### src/rtl/clkdiv_pkg.sv
package clkdiv_pkg;
  localparam int NUM_CH = 3;
  // channel order: 0 bus, 1 peripheral, 2 auxiliary
  localparam int CH_LSB [NUM_CH] = '{0, 8, 16};
  localparam int CH_W   [NUM_CH] = '{6, 6, 8};

  function automatic logic [31:0] field_mask();
    logic [31:0] m;
    m = '0;
    for (int c = 0; c < NUM_CH; c++)
      for (int b = 0; b < CH_W[c]; b++)
        m[CH_LSB[c] + b] = 1'b1;
    return m;
  endfunction

  function automatic int norm_div(int raw, int max_div);
    if (raw == 0) return 1;
    if (raw > max_div) return max_div;
    return raw;
  endfunction
endpackage

### src/rtl/clkdiv_regs.sv
module clkdiv_regs #(
  parameter int          DATA_W   = 32,
  parameter int          ADDR_W   = 4,
  parameter int          REG_ADDR = 0,
  parameter logic [31:0] RST_VAL  = 32'h0010_0404,
  parameter logic [31:0] MASK     = 32'h00FF_3F3F
) (
  input  logic              clk_i,
  input  logic              rst_ni,
  input  logic              req_i,
  input  logic              we_i,
  input  logic [ADDR_W-1:0] addr_i,
  input  logic [DATA_W-1:0] wdata_i,
  output logic [DATA_W-1:0] rdata_o,
  output logic [DATA_W-1:0] ctrl_o
);
  localparam logic [DATA_W-1:0] MASK_W = DATA_W'(MASK);

  logic [DATA_W-1:0] ctrl_q;
  logic hit, wr;

  assign hit = req_i && (addr_i == ADDR_W'(REG_ADDR));
  assign wr  = hit && we_i;

  always_ff @(posedge clk_i or negedge rst_ni) begin
    if (!rst_ni)  ctrl_q <= DATA_W'(RST_VAL) & MASK_W;
    else if (wr)  ctrl_q <= wdata_i & MASK_W;
  end

  assign rdata_o = hit ? ctrl_q : '0;
  assign ctrl_o  = ctrl_q;

  p_write_store_r2: assert property (@(posedge clk_i) disable iff (!rst_ni)
    wr |=> ctrl_q == ($past(wdata_i) & MASK_W));
  p_miss_hold_r8: assert property (@(posedge clk_i) disable iff (!rst_ni)
    !wr |=> $stable(ctrl_q));
endmodule

### src/rtl/clkdiv_norm.sv
module clkdiv_norm #(
  parameter int IN_W    = 6,
  parameter int MAX_DIV = 32,
  parameter int CNT_W   = 6
) (
  input  logic [IN_W-1:0]  raw_i,
  output logic [CNT_W-1:0] div_o
);
  always_comb begin
    if (raw_i == '0)                  div_o = CNT_W'(1);
    else if (int'(raw_i) > MAX_DIV)   div_o = CNT_W'(MAX_DIV);
    else                              div_o = CNT_W'(raw_i);
  end

  // effective ratio always legal
  always_comb begin
    a_div_legal_r4: assert (int'(div_o) >= 1 && int'(div_o) <= MAX_DIV);
  end
endmodule

### src/rtl/clkdiv_counter.sv
module clkdiv_counter #(
  parameter int MAX_DIV = 32,
  parameter int CNT_W   = 6,
  parameter int RST_DIV = 4
) (
  input  logic             clk_i,
  input  logic             rst_ni,
  input  logic [CNT_W-1:0] div_i,
  output logic             en_o
);
  logic [CNT_W-1:0] cnt_q, cur_q;
  logic wrap;

  assign wrap = (cnt_q == cur_q - CNT_W'(1));

  always_ff @(posedge clk_i or negedge rst_ni) begin
    if (!rst_ni) begin
      cnt_q <= '0;
      cur_q <= CNT_W'(RST_DIV);
    end else if (wrap) begin
      cnt_q <= '0;
      cur_q <= div_i;           // ratio changes only at period boundary
    end else begin
      cnt_q <= cnt_q + CNT_W'(1);
    end
  end

  assign en_o = (cnt_q == '0);

  p_cnt_bound_r3: assert property (@(posedge clk_i) disable iff (!rst_ni)
    cnt_q < cur_q);
  p_ratio_range_r4: assert property (@(posedge clk_i) disable iff (!rst_ni)
    (cur_q >= CNT_W'(1)) && (int'(cur_q) <= MAX_DIV));
  p_load_at_wrap_r7: assert property (@(posedge clk_i) disable iff (!rst_ni)
    (cur_q != $past(cur_q)) |-> ($past(cnt_q) == $past(cur_q) - CNT_W'(1)));
  p_single_pulse_r6: assert property (@(posedge clk_i) disable iff (!rst_ni)
    (en_o && cur_q > CNT_W'(1)) |=> !en_o);
endmodule

### src/rtl/clkdiv_triple.sv
module clkdiv_triple
  import clkdiv_pkg::*;
#(
  parameter int          DATA_W   = 32,
  parameter int          ADDR_W   = 4,
  parameter int          REG_ADDR = 0,
  parameter int          MAX_DIV  = 32,
  parameter logic [31:0] RST_VAL  = 32'h0010_0404
) (
  input  logic              clk_i,
  input  logic              rst_ni,
  input  logic              req_i,
  input  logic              we_i,
  input  logic [ADDR_W-1:0] addr_i,
  input  logic [DATA_W-1:0] wdata_i,
  output logic [DATA_W-1:0] rdata_o,
  output logic              bus_en_o,
  output logic              per_en_o,
  output logic              aux_en_o
);
  localparam int          CNT_W = $clog2(MAX_DIV + 1);
  localparam logic [31:0] MASK  = field_mask();

  logic [DATA_W-1:0] ctrl;
  logic [NUM_CH-1:0] en;

  clkdiv_regs #(
    .DATA_W(DATA_W), .ADDR_W(ADDR_W), .REG_ADDR(REG_ADDR),
    .RST_VAL(RST_VAL), .MASK(MASK)
  ) u_regs (
    .clk_i, .rst_ni, .req_i, .we_i, .addr_i, .wdata_i,
    .rdata_o, .ctrl_o(ctrl)
  );

  for (genvar g = 0; g < NUM_CH; g++) begin : g_ch
    localparam int RST_RAW = int'((RST_VAL >> CH_LSB[g]) & ((32'd1 << CH_W[g]) - 32'd1));
    logic [CNT_W-1:0] div;

    clkdiv_norm #(.IN_W(CH_W[g]), .MAX_DIV(MAX_DIV), .CNT_W(CNT_W)) u_norm (
      .raw_i(ctrl[CH_LSB[g] +: CH_W[g]]),
      .div_o(div)
    );

    clkdiv_counter #(
      .MAX_DIV(MAX_DIV), .CNT_W(CNT_W), .RST_DIV(norm_div(RST_RAW, MAX_DIV))
    ) u_cnt (
      .clk_i, .rst_ni, .div_i(div), .en_o(en[g])
    );
  end

  assign bus_en_o = en[0];
  assign per_en_o = en[1];
  assign aux_en_o = en[2];

  p_reserved_zero_r2: assert property (@(posedge clk_i) disable iff (!rst_ni)
    (ctrl & ~DATA_W'(MASK)) == '0);
endmodule

### config.mk
export PLATFORM = sky130hd
export DESIGN_NAME = clkdiv_triple
export DESIGN_NICKNAME = d
export VERILOG_FILES = /design/src/rtl/clkdiv_pkg.sv /design/src/rtl/clkdiv_regs.sv /design/src/rtl/clkdiv_norm.sv /design/src/rtl/clkdiv_counter.sv /design/src/rtl/clkdiv_triple.sv
export SDC_FILE = /design/constraint.sdc
export NUM_CORES = 1
export LEC_CHECK = 0
export BUFFER_PORTS_ARGS = -buffer_cell sky130_fd_sc_hd__buf_2
export CORE_MARGIN = 4
export CORE_UTILIZATION = 40
export DETAILED_ROUTE_END_ITERATION = 8
export PLACE_DENSITY = 0.65
export SLEW_MARGIN = 0
export SYNTH_ARGS = -nofsm -noshare
export SYNTH_HDL_FRONTEND = slang
export SYNTH_SLANG_ARGS = --single-unit
### constraint.sdc
create_clock -name clk_i -period 1.8 [get_ports clk_i]
set_clock_uncertainty 0.05 [all_clocks]
set_input_delay 0.27 -clock clk_i [delete_from_list [all_inputs] [get_ports clk_i]]
set_output_delay 0.27 -clock clk_i [all_outputs]
set_load 0.02 [all_outputs]
# After elaboration in Yosys (flattened, before gate mapping)
# Index checks and enable logic that the tools add are counted.
# Widths: inputs -> output; s select.
dict set report word_totals {
  reg_bits 56
  wordCells 38
  input_bits 40
  output_inout_bits 35
}
dict set report op_classes {
  n_lt_le_gt_ge 3
  n_mux 10
  n_eq_ne 3
  reduce_logical 9
  addsub 6
}
# cell n
set ops {}
lappend ops {{$mux 6} 9}
lappend ops {{$logic_not 6->1} 5}
lappend ops {{$mux 24} 1}
lappend ops {{$add 6x1->6 const B} 3}
lappend ops {{$eq 6x6->1} 3}
lappend ops {{$sub 6x1->6 const B} 3}
lappend ops {{$gt 6x6->1 const B} 2}
lappend ops {{$gt 8x6->1 const B} 1}
lappend ops {{$logic_not 8->1} 1}
lappend ops {{$logic_not 4->1} 1}
lappend ops {{$logic_and 1x1->1} 2}

# Depth between registers and ports, before layout
# Gate-level depths: netlist of the first run.
dict set report logic_depth {
  depth_word 3
  mapped_depth 8
}

# Cells and area by module
# Synthesis of the first run repeated with hierarchy kept, for this count alone.
dict set report hier_totals {
  cells_unflattened 303
  hier_area_um2 3380.7
}
# mod seq_area_each_um2 cells_per_inst area_per_inst_um2 instances
set by_module_without_submodules {}
lappend by_module_without_submodules {clkdiv_counter 301.5 62 685.7 3}
lappend by_module_without_submodules {clkdiv_regs 504.2 93 1181.1 1}
lappend by_module_without_submodules {{clkdiv_norm at g_ch[0].u_norm ...} 0.0 8 45.0 2}
lappend by_module_without_submodules {{clkdiv_norm at g_ch[2].u_norm} 0.0 8 52.6 1}

# Worst setup path before layout of the first run
# OpenSTA, ideal clock, no wires.
dict set report synth_timing {
  path_type {register to register}
  start {reg g_ch[1].u_cnt.cur_q[0]}
  end {reg g_ch[1].u_cnt.cur_q[4]}
  path_slack_ns -0.180
  synth_period_minus_slack_ns 1.980
  required_time_ns 1.625
  path_buffers 1
  t_arrival_ns 1.805
  path_stages_with_launch 7
  path_cell_list {dfrtp_1 or4_1 nor2_1 xnor2_1 nor3_2 buf_6 mux2_4}
}
dict set report synth_between {
  elab_chain_len 2
}
# item line
set synth_rtl {}
lappend synth_rtl {{start, declared} clkdiv_counter.sv:11} ;# logic [CNT_W-1:0] cnt_q, cur_q;
lappend synth_rtl {{start signal, assigned} clkdiv_counter.sv:19} ;# cur_q <= CNT_W'(RST_DIV);
lappend synth_rtl {{start signal, assigned} clkdiv_counter.sv:22} ;# cur_q <= div_i;
lappend synth_rtl {{$sub 6x1->6} clkdiv_counter.sv:14} ;# assign wrap = (cnt_q == cur_q - CNT_W'(1));
lappend synth_rtl {{$eq 6x6->1} clkdiv_counter.sv:14}
# No other way between the ends.
# A chain may end at the register's enable or synchronous reset.

# Worst setup path after layout of the first run
dict set report layout_timing {
  start {reg g_ch[1].u_cnt.cur_q[1]}
  end {reg g_ch[1].u_cnt.cur_q[5]}
}
# Same word-level chain as after synthesis.

==> results of run 1 <==
power by group:
part / switching, mW / leakage, nW / internal [mW]
sequential: 0.0890 / 0.694 / 1.36
clock: 0.418 / 0.0516 / 0.316
combinational: 0.131 / 1.17 / 0.150
synthesized netlist by cell type, types with 2 or more instances:
cell type / n
and2_1: 4
and3_1: 20
buf_2: 2
buf_4: 12
clkbuf_1: 8
dfrtp_1: 50
dfstp_2: 6
ha_1: 9
inv_1: 17
mux2_2: 26
mux2_4: 2
mux2i_1: 10
nand2_1: 12
nand2b_1: 6
nand3_1: 10
nor2_1: 20
nor2b_1: 9
nor3_1: 8
nor3_2: 2
nor4_1: 8
o21ai_0: 2
o21bai_1: 2
xnor2_1: 15
xor2_1: 19
worst register-to-register path, stage by stage (launching register included):
cell,delay [ns]
dfrtp_1,0.41
or4_1,0.51
nor2_1,0.12
xnor2_1,0.08
nor3_2,0.15
buf_4,0.18
mux2_4,0.30
per-layer routing:
| layer | track usage [%] | wire length, µm |
|---|---|---|
| met2 | 24.5 | 3110 |
| met5 | 0 | 0 |
| met3 | 3.05 | 293 |
| met1 | 20.8 | 2980 |
| met4 | 5.33 | 115 |
stage by stage:
step	power [mW]	setup TNS, ns
after floorplan	1.64	-0.436
after global placement	1.74	-0.655
after detailed placement	1.75	-0.943
after CTS	2.50	-1.08
after global routing	2.60	-2.91
final	2.46	-1.06
state kept, by name (all words and copies together), names as in the netlist:
| name | flops |
|---|---|
| g_ch.u_cnt.cur_q | 18 |
| g_ch.u_cnt.cnt_q | 18 |
| u_regs.ctrl_o | 20 |
final cells by class:
class                   count  area [µm²]
repair buffers             89         576
fillers                   679        3480
flip-flops and latches     56        1410
well taps                  99         124
inverters                  17        63.8
clock inverters             2        13.8
clock buffers               6        82.6
multi-input cells         207        1620
worst max path at each step:
stage                           start                     end  slack (ns)  cells past startpoint
6_report       g_ch[1].u_cnt.cur_q[1]  g_ch[1].u_cnt.cur_q[5]       -0.12                      6
5_1_grt        g_ch[1].u_cnt.cur_q[1]  g_ch[1].u_cnt.cur_q[5]       -0.21                      6
2_1_floorplan  g_ch[1].u_cnt.cur_q[0]  g_ch[1].u_cnt.cur_q[4]       -0.16                      6
3_5_place_dp   g_ch[1].u_cnt.cur_q[1]  g_ch[1].u_cnt.cur_q[3]       -0.11                      6
3_3_place_gp   g_ch[1].u_cnt.cur_q[1]  g_ch[1].u_cnt.cur_q[3]       -0.11                      6
4_1_cts        g_ch[1].u_cnt.cur_q[1]  g_ch[1].u_cnt.cur_q[1]       -0.13                      7
kinds of logic (layout without fill, tap and decap cells):
logic type / Yosys count / count (layout) / synth area share [%]
muxes: 38 / 38 / 13.7
xor gates and xnor gates: 34 / 34 / 9.66
buffers and inverters: 40 / 114 / 6.65
and+or+nand+nor: 103 / 103 / 18.0
other: 1 / 12 / 0.122
adders and majority gates: 9 / 9 / 3.65
AOI/OAI and AO/OA: 11 / 11 / 2.56
DFF: 56 / 56 / 45.7
cell usage in the layout (no fill, tap or decap), drive strengths merged, types with 4 or more instances in the layout:
cell type  netlist  layout
mux2i           10      10
and3            20      20
ha               9       9
dfrtp           50      50
nand2b           6       6
clkbuf           8       6
nor2            20      20
buf             15      88
conb             1      12
and2             4       4
xnor2           15      15
nand3           10      10
nor4             8       8
mux2            28      28
nor3            10      10
nor2b            9       9
xor2            19      19
dfstp            6       6
nand2           12      12
inv             17      18
what timing repair did:
action,in CTS,in global routing
gates cloned,0,0
setup buffers,9,3
hold endpoints to repair,50,0
pin swaps,5,3
endpoints found under the setup margin,25,30
hold buffers,1,0
gates resized for setup,10,13
==> results.sh, run 1 <==
export IMPL_start_kind="flop"
export IMPL_min_from="wdata_i[20]"
export IMPL_drive_gt1_share_pct=39.8
export IMPL_fmax_mhz=522
export IMPL_ys_seq_area_share_pct=45.7
export IMPL_period_minus_slack_ns=1.92
export IMPL_power_density_nw_per_um2=632
export IMPL_grt_overflow_total=0
export IMPL_hold_viol_final=0
export IMPL_place_area_um2=3620
export IMPL_slowest_delay_ns=0.51
export IMPL_portBuffers=50
export IMPL_netlist_instances=292
export IMPL_cp_arrival_ns=2.07
export IMPL_finish_utilization_pct=52.8
export IMPL_cp_buffers_inverters=1
export IMPL_hpwl_mm=4.62
export IMPL_cts_tree="built"
export IMPL_finalSetupViolCount=17
export IMPL_ys_warn_count=0
export IMPL_ir_drop_mv=0.356
export IMPL_first_pass_iters=4
export IMPL_place_ws_ns=-0.109
export IMPL_cts_buffer_depth=2
export IMPL_wl_per_cell_um=13.7
export IMPL_hold_class="in2reg"
export IMPL_yosysUniqueCellTypes=37
export IMPL_fin_crit_sh_pct=106
export IMPL_wirelength_mm=6.50
export IMPL_crit_fanout=5
export IMPL_crit_type="reg2reg"
export IMPL_grt_setup_unrepaired="true"
export IMPL_grt_max_degree=57
export IMPL_cts_root_buf="clkbuf_8"
export IMPL_dr_total_vias=2298
export IMPL_maxCapViolCount=0
export IMPL_drcViolationCount=0
export IMPL_die_area_um2=9180
export IMPL_cts_sinks=56
export IMPL_place_congestion=0.844
export IMPL_whs_path_depth=2
export IMPL_r2r_slack_ns=-0.12
export IMPL_vias_per_cell=4.83
export IMPL_io_pins=75
export IMPL_reg2regPathDepth=6
export IMPL_synth_top_area_share_pct=40.6
export IMPL_grt_pass1_vias=2309
export IMPL_crit_required_ns=1.95
export IMPL_diodes=0
export IMPL_worst_slack_ns=-0.116
export IMPL_hold_end="u_regs.ctrl_o[20]"
export IMPL_stdcell_count=476
export IMPL_holdWs_ns=0.127
export IMPL_nets=425
export IMPL_synthTopCellsByArea="dfrtp_1 41%, mux2_2 9.5%, xor2_1 5.4%"
export IMPL_critPathTopFamily="simple AND/OR/NAND/NOR gates"
export IMPL_cp_end_kind="flop"
export IMPL_die_x_um=95.8
export IMPL_drt_iter0_markers=69
export IMPL_insertion_delay_ns=0.31
export IMPL_synth_area_per_cell_um2=10.6
export IMPL_cellLeakagePower_nw=1.92
export IMPL_die_h_um=95.8
export IMPL_async_flop_share_pct=100
export IMPL_core_um2=7370
export IMPL_outcome="finished with violations"
export IMPL_yosysTopAreaCell="dfrtp_1"
export IMPL_synth_area_um2=3080
export IMPL_synth_edf_count=0
export IMPL_ant_nets=0
export IMPL_violations="negative setup slack"
export IMPL_timing_rr_start="g_ch[1].u_cnt.cur_q[1]"
export IMPL_postLayoutCellArea_um2=3890
export IMPL_synth_main_ff_cell="dfrtp_1"
export IMPL_grt_pass1_wl_mm=11.0
export IMPL_crit_chain="or4_1 -> nor2_1 -> xnor2_1 -> nor3_2 -> buf_4 -> mux2_4"
export IMPL_grt_util_all_layers_pct=15.4
export IMPL_ys_ff_latch=56
export IMPL_cts_clk_slew_worst_paths_ns=0.10
export IMPL_cts_htree_levels=2
export IMPL_start_util_pct=41.9
export IMPL_cts_inserted_buffers=5
export IMPL_area_growth_pct=26.2
export IMPL_worstReg2RegEnd="g_ch[1].u_cnt.cur_q[5]"
export IMPL_dpl_cell_count=457
export IMPL_antenna_found_initial=0
export IMPL_crit_slowest_cell="or4_1"
export IMPL_slew_viol_final=0
export IMPL_num_rows=31
No activity file was read; power rests on OpenSTA's default activity.
==> inputs of run 2 (changes only) <==
--- a/config.mk
+++ b/config.mk
@@ -6,7 +6,7 @@
 export NUM_CORES = 1
 export LEC_CHECK = 0
 export BUFFER_PORTS_ARGS = -buffer_cell sky130_fd_sc_hd__buf_2
-export CORE_MARGIN = 4
+export CORE_MARGIN = 2
 export CORE_UTILIZATION = 40
 export DETAILED_ROUTE_END_ITERATION = 8
 export PLACE_DENSITY = 0.65
==> results.sh, run 2 (synthesized netlist as in run 1, its figures left out) <==
export IMPL_outcome="finished with violations"
export IMPL_hold_class="in2reg"
export IMPL_cts_tree="built"
export IMPL_antenna_found_initial=0
export IMPL_drt_iter0_markers=72
export IMPL_dr_total_vias=2305
export IMPL_swShare_pct=22.2
export IMPL_maxCapViolCount=0
export IMPL_p_int_mw=2.20
export IMPL_start_kind="flop"
export IMPL_whs_path_depth=2
export IMPL_nets=427
export IMPL_grt_util_all_layers_pct=15.8
export IMPL_wl_per_cell_um=13.8
export IMPL_cts_htree_levels=2
export IMPL_place_congestion=0.832
export IMPL_hold_viol_final=0
export IMPL_cp_arrival_ns=2.13
export IMPL_grt_max_degree=57
export IMPL_grt_overflow_total=0
export IMPL_r2r_slack_ns=-0.17
export IMPL_power_density_nw_per_um2=702
export IMPL_cts_root_buf="clkbuf_8"
export IMPL_p_comb_share_pct=10.1
export IMPL_ir_drop_mv=0.579
export IMPL_drcViolationCount=0
export IMPL_hpwl_mm=4.61
export IMPL_slew_viol_final=0
export IMPL_portBuffers=50
export IMPL_crit_type="reg2reg"
export IMPL_cp_end_kind="flop"
export IMPL_power_total_mw=2.83
export IMPL_mostFrequentLayoutCells="49 x dfrtp_1, 48 x buf_2, 32 x buf_4, 21 x mux2_2, 20 x and3_1"
export IMPL_postLayoutCellArea_um2=4030
export IMPL_min_from="wdata_i[20]"
export IMPL_crit_required_ns=1.95
export IMPL_insertion_delay_ns=0.31
export IMPL_mostFrequentLayoutCell="dfrtp_1"
export IMPL_fmax_mhz=507
export IMPL_io_pins=75
export IMPL_die_x_um=91.8
export IMPL_core_um2=7610
export IMPL_worst_slack_ns=-0.174
export IMPL_wirelength_mm=6.63
export IMPL_first_pass_iters=4
export IMPL_worstReg2RegEnd="g_ch[1].u_cnt.cur_q[3]"
export IMPL_cts_sinks=56
export IMPL_seqPwrFrac_pct=51.1
export IMPL_drive_gt1_share_pct=41.2
export IMPL_holdWs_ns=0.132
export IMPL_violations="negative setup slack"
export IMPL_diodes=0
export IMPL_fin_crit_sh_pct=110
export IMPL_grt_pass1_wl_mm=10.8
export IMPL_vias_per_cell=4.79
export IMPL_cellLeakagePower_nw=1.97
export IMPL_place_area_um2=3630
export IMPL_crit_fanout=5
export IMPL_cts_buffer_depth=2
export IMPL_hold_end="u_regs.ctrl_o[20]"
export IMPL_cts_clk_slew_worst_paths_ns=0.10
export IMPL_cts_inserted_buffers=5
export IMPL_grt_setup_unrepaired="true"
export IMPL_dpl_cell_count=459
export IMPL_num_rows=32
export IMPL_die_h_um=91.8
export IMPL_die_area_um2=8430
export IMPL_timing_rr_start="g_ch[1].u_cnt.cur_q[1]"
export IMPL_largest_reg_flops=20
export IMPL_finalSetupViolCount=16
export IMPL_stdcell_count=481
export IMPL_clkPwrFrac_pct=38.8
export IMPL_grt_pass1_vias=2248
export IMPL_ant_nets=0
export IMPL_start_util_pct=40.5
export IMPL_period_minus_slack_ns=1.97
export IMPL_p_switching_mw=0.628
export IMPL_reg2regPathDepth=6
export IMPL_area_growth_pct=30.7
[run 2: cell types whose count changed in the layout (fill, tap and decap cells not counted), moves of 2 or more]
cell,before,now
buf_4,34,32
nor3_2,6,4
bufinv_16,0,3
inv_2,3,5
buf_6,4,8
inv_1,14,12
[run 2: final cells by class]
| class | instances | area, µm² |
|---|---|---|
| well taps | 102 | 128 |
| repair buffers | 91 | 621 |
| fillers | 690 | 3580 |
| clock inverters | 3 | 90.1 |
| clock buffers | 5 | 68.8 |
| multi-input cells | 207 | 1650 |
| flip-flops and latches | 56 | 1410 |
| inverters | 17 | 63.8 |
[run 2: repair_timing]
item	CTS	global route
gates resized for setup	12	22
setup buffers	3	11
hold endpoints to repair	50	0
pin swaps	2	12
endpoints found under the setup margin	24	35
hold buffers	1	0
[run 2: power groups by stage]
stage          registers, mW  clock network, mW  logic [mW]
2_1_floorplan           1.43                  0       0.202
3_3_place_gp            1.47                  0       0.279
3_5_place_dp            1.47                  0       0.286
4_1_cts                 1.45               1.12       0.291
5_1_grt                 1.46               1.16       0.320
6_report                1.45               1.10       0.285
[run 2: layer usage]
| metal | routed length [µm] | global-route usage [%] | vias up |
|---|---|---|---|
| met2 | 3320 | 26.6 | 52 |
| met5 | 0 | 0 | - |
| met1 | 2970 | 21.0 | 1118 |
| li1 | - | - | 1130 |
| met4 | 61 | 3.98 | 0 |
| met3 | 286 | 3.12 | 5 |
[run 2: critical path, stage by stage, from the launching register on]
cell,delay (ns)
dfrtp_1,0.42
or4_4,0.56
nor2_4,0.14
xnor2_2,0.08
nor3_2,0.16
buf_4,0.17
mux2_4,0.30
[run 2: stage by stage]
step	setup WS (ns)	setup TNS [ns]	util, %
6_report	-0.174	-1.99	53.0
2_1_floorplan	-0.159	-0.436	-
3_3_place_gp	-0.100	-0.536	47.7
3_5_place_dp	-0.122	-0.858	47.7
5_1_grt	-0.245	-3.33	53.0
4_1_cts	-0.126	-0.902	50.8
[run 2: worst max path at each step]
stage | startpoint | to | slack [ns] | cells past startpoint
after floorplan | g_ch[1].u_cnt.cur_q[0] | g_ch[1].u_cnt.cur_q[4] | -0.16 | 6
after global placement | g_ch[1].u_cnt.cur_q[1] | g_ch[1].u_cnt.cur_q[3] | -0.1 | 6
after detailed placement | g_ch[1].u_cnt.cur_q[1] | g_ch[1].u_cnt.cur_q[1] | -0.12 | 7
after CTS | g_ch[1].u_cnt.cur_q[1] | g_ch[1].u_cnt.cur_q[1] | -0.13 | 7
after global routing | g_ch[1].u_cnt.cur_q[1] | g_ch[1].u_cnt.cur_q[1] | -0.24 | 7
final | g_ch[1].u_cnt.cur_q[1] | g_ch[1].u_cnt.cur_q[3] | -0.17 | 6
==> inputs of run 3 (changes only) <==
--- a/config.mk
+++ b/config.mk
@@ -7,9 +7,11 @@
 export LEC_CHECK = 0
 export BUFFER_PORTS_ARGS = -buffer_cell sky130_fd_sc_hd__buf_2
 export CORE_MARGIN = 2
-export CORE_UTILIZATION = 40
+export CORE_UTILIZATION = 48
 export DETAILED_ROUTE_END_ITERATION = 8
-export PLACE_DENSITY = 0.65
+export PLACE_DENSITY = 0.76
+export REMOVE_ABC_BUFFERS = 1
+export SKIP_CTS_REPAIR_TIMING = 1
 export SLEW_MARGIN = 0
 export SYNTH_ARGS = -nofsm -noshare
 export SYNTH_HDL_FRONTEND = slang
==> results.sh, run 3 (synthesized netlist as in run 1, its figures left out) <==
export IMPL_outcome="finished with violations"
export IMPL_violations="negative setup slack"
export IMPL_largest_reg_flops=20
export IMPL_antenna_found_initial=0
export IMPL_dr_total_vias=2354
export IMPL_place_congestion=0.768
export IMPL_cts_sinks=56
export IMPL_place_ws_ns=-0.178
export IMPL_cts_root_buf="clkbuf_8"
export IMPL_nets=424
export IMPL_core_um2=6280
export IMPL_cts_clk_slew_worst_paths_ns=0.11
export IMPL_die_x_um=84.2
export IMPL_num_rows=29
export IMPL_area_growth_pct=29.0
export IMPL_cts_htree_levels=2
export IMPL_cellLeakagePower_nw=1.97
export IMPL_die_h_um=84.2
export IMPL_period_minus_slack_ns=1.98
export IMPL_cts_inserted_buffers=5
export IMPL_worst_slack_ns=-0.185
export IMPL_insertion_delay_ns=0.31
export IMPL_fin_crit_sh_pct=110
export IMPL_mostFrequentLayoutCell="dfrtp_1"
export IMPL_grt_max_degree=57
export IMPL_crit_fanout=5
export IMPL_ir_drop_mv=0.378
export IMPL_power_density_nw_per_um2=679
export IMPL_power_total_mw=2.70
export IMPL_cts_tree="built"
export IMPL_p_int_mw=2.06
export IMPL_slew_viol_final=0
export IMPL_io_pins=75
export IMPL_start_util_pct=49.1
export IMPL_crit_slowest_cell="or4_4"
export IMPL_grt_pass1_wl_mm=10.4
export IMPL_crit_type="reg2reg"
export IMPL_drive_gt1_share_pct=41.8
export IMPL_ant_nets=0
export IMPL_place_area_um2=3570
export IMPL_cts_buffer_depth=2
export IMPL_multiInputGateArea_um2=1690
export IMPL_seqPwrFrac_pct=53.6
export IMPL_cp_end_kind="flop"
export IMPL_start_kind="flop"
export IMPL_finalSetupViolCount=10
export IMPL_wl_per_cell_um=14.5
export IMPL_die_area_um2=7080
export IMPL_swShare_pct=23.7
export IMPL_seq_area_um2=1410
export IMPL_first_pass_iters=4
export IMPL_drt_iter0_markers=107
export IMPL_portBuffers=50
export IMPL_slowest_delay_ns=0.53
export IMPL_fmax_mhz=504
export IMPL_crit_required_ns=1.95
export IMPL_final_fill_count=470
export IMPL_grt_util_all_layers_pct=17.9
export IMPL_postLayoutCellArea_um2=3980
export IMPL_grt_setup_unrepaired="true"
export IMPL_grt_pass1_vias=2260
export IMPL_grt_overflow_total=0
export IMPL_vias_per_cell=5.20
export IMPL_p_switching_mw=0.640
export IMPL_crit_chain="or4_4 -> nor2_4 -> xnor2_2 -> nor3_2 -> buf_4 -> mux2_4"
export IMPL_p_comb_share_pct=10.6
export IMPL_maxCapViolCount=0
export IMPL_mostFrequentLayoutCells="49 x dfrtp_1, 47 x buf_2, 31 x buf_4, 22 x mux2_2, 20 x and3_1"
export IMPL_hpwl_mm=4.59
export IMPL_drcViolationCount=0
export IMPL_clkPwrFrac_pct=35.8
export IMPL_fin_tns_setup_ns=-1.39
export IMPL_wirelength_mm=6.57
export IMPL_hold_class="in2reg"
export IMPL_diodes=0
export IMPL_cp_arrival_ns=2.14
export IMPL_hold_viol_final=0
run 3: changes by cell type in the layout (fill, tap and decap cells not counted), moves of 2 or more:
| cell | previous run | this run |
|---|---|---|
| nor3_2 | 4 | 6 |
| nor3_1 | 5 | 2 |
| nor4_2 | 2 | 4 |
| nor4_1 | 5 | 3 |
run 3: critical path: cells and delay by family (launching register included):
| kind | cells | cell delay (ns) |
|---|---|---|
| XOR/XNOR | 1 | 0.07 |
| buffers and inverters | 1 | 0.19 |
| flip-flops | 1 | 0.40 |
| multiplexers | 1 | 0.30 |
| AND/OR/NAND/NOR | 3 | 0.87 |
run 3: final timing paths:
| path | from | end | slack, ns | cells past startpoint |
|---|---|---|---|---|
| worst min-delay path | wdata_i[13] | u_regs.ctrl_o[13] | 0.13 | 2 |
| min in group asynchronous | rst_ni | g_ch[2].u_cnt.cnt_q[4] | 0.42 | 3 |
| max in group asynchronous | rst_ni | u_regs.ctrl_o[10] | 0.97 | 3 |
| worst max register to register | g_ch[1].u_cnt.cur_q[0] | g_ch[1].u_cnt.cur_q[3] | -0.18 | 6 |
| worst max-delay path | g_ch[1].u_cnt.cur_q[0] | g_ch[1].u_cnt.cur_q[3] | -0.18 | 6 |
| worst min register to register | g_ch[2].u_cnt.cur_q[4] | g_ch[2].u_cnt.cur_q[4] | 0.48 | 2 |
run 3: cell type report:
type | instances | share of cell area (%)
inverters | 17 | 1.60
well taps | 77 | 2.42
clock inverters | 2 | 1.51
clock buffers | 6 | 1.82
multi-input cells | 207 | 42.4
flip-flops and latches | 56 | 35.5
repair buffers | 88 | 14.8
run 3: through the flow:
stage | cells | utilization [%] | hold slack, ns
6_report | 453 | 63.4 | 0.134
3_5_place_dp | 437 | 56.9 | 0.242
5_1_grt | 453 | 63.4 | 0.131
2_1_floorplan | 280 | - | -0.0756
3_3_place_gp | 437 | 56.9 | 0.235
4_1_cts | 445 | 59.1 | -0.104
run 3: metal layers:
metal	vias up	global-route usage [%]	part of all wire [%]
met5	-	0	0
met4	0	5.28	1.9
met3	10	2.75	3.4
met2	55	30.5	50
met1	1163	23.6	45
li1	1126	-	-
run 3: power by group through the flow:
stage	Combinational, mW	Clock, mW	Sequential (mW)
final	0.285	0.968	1.45
after global routing	0.320	1.02	1.46
after CTS	0.284	0.986	1.45
after detailed placement	0.283	0	1.47
after global placement	0.274	0	1.47
after floorplan	0.177	0	1.43
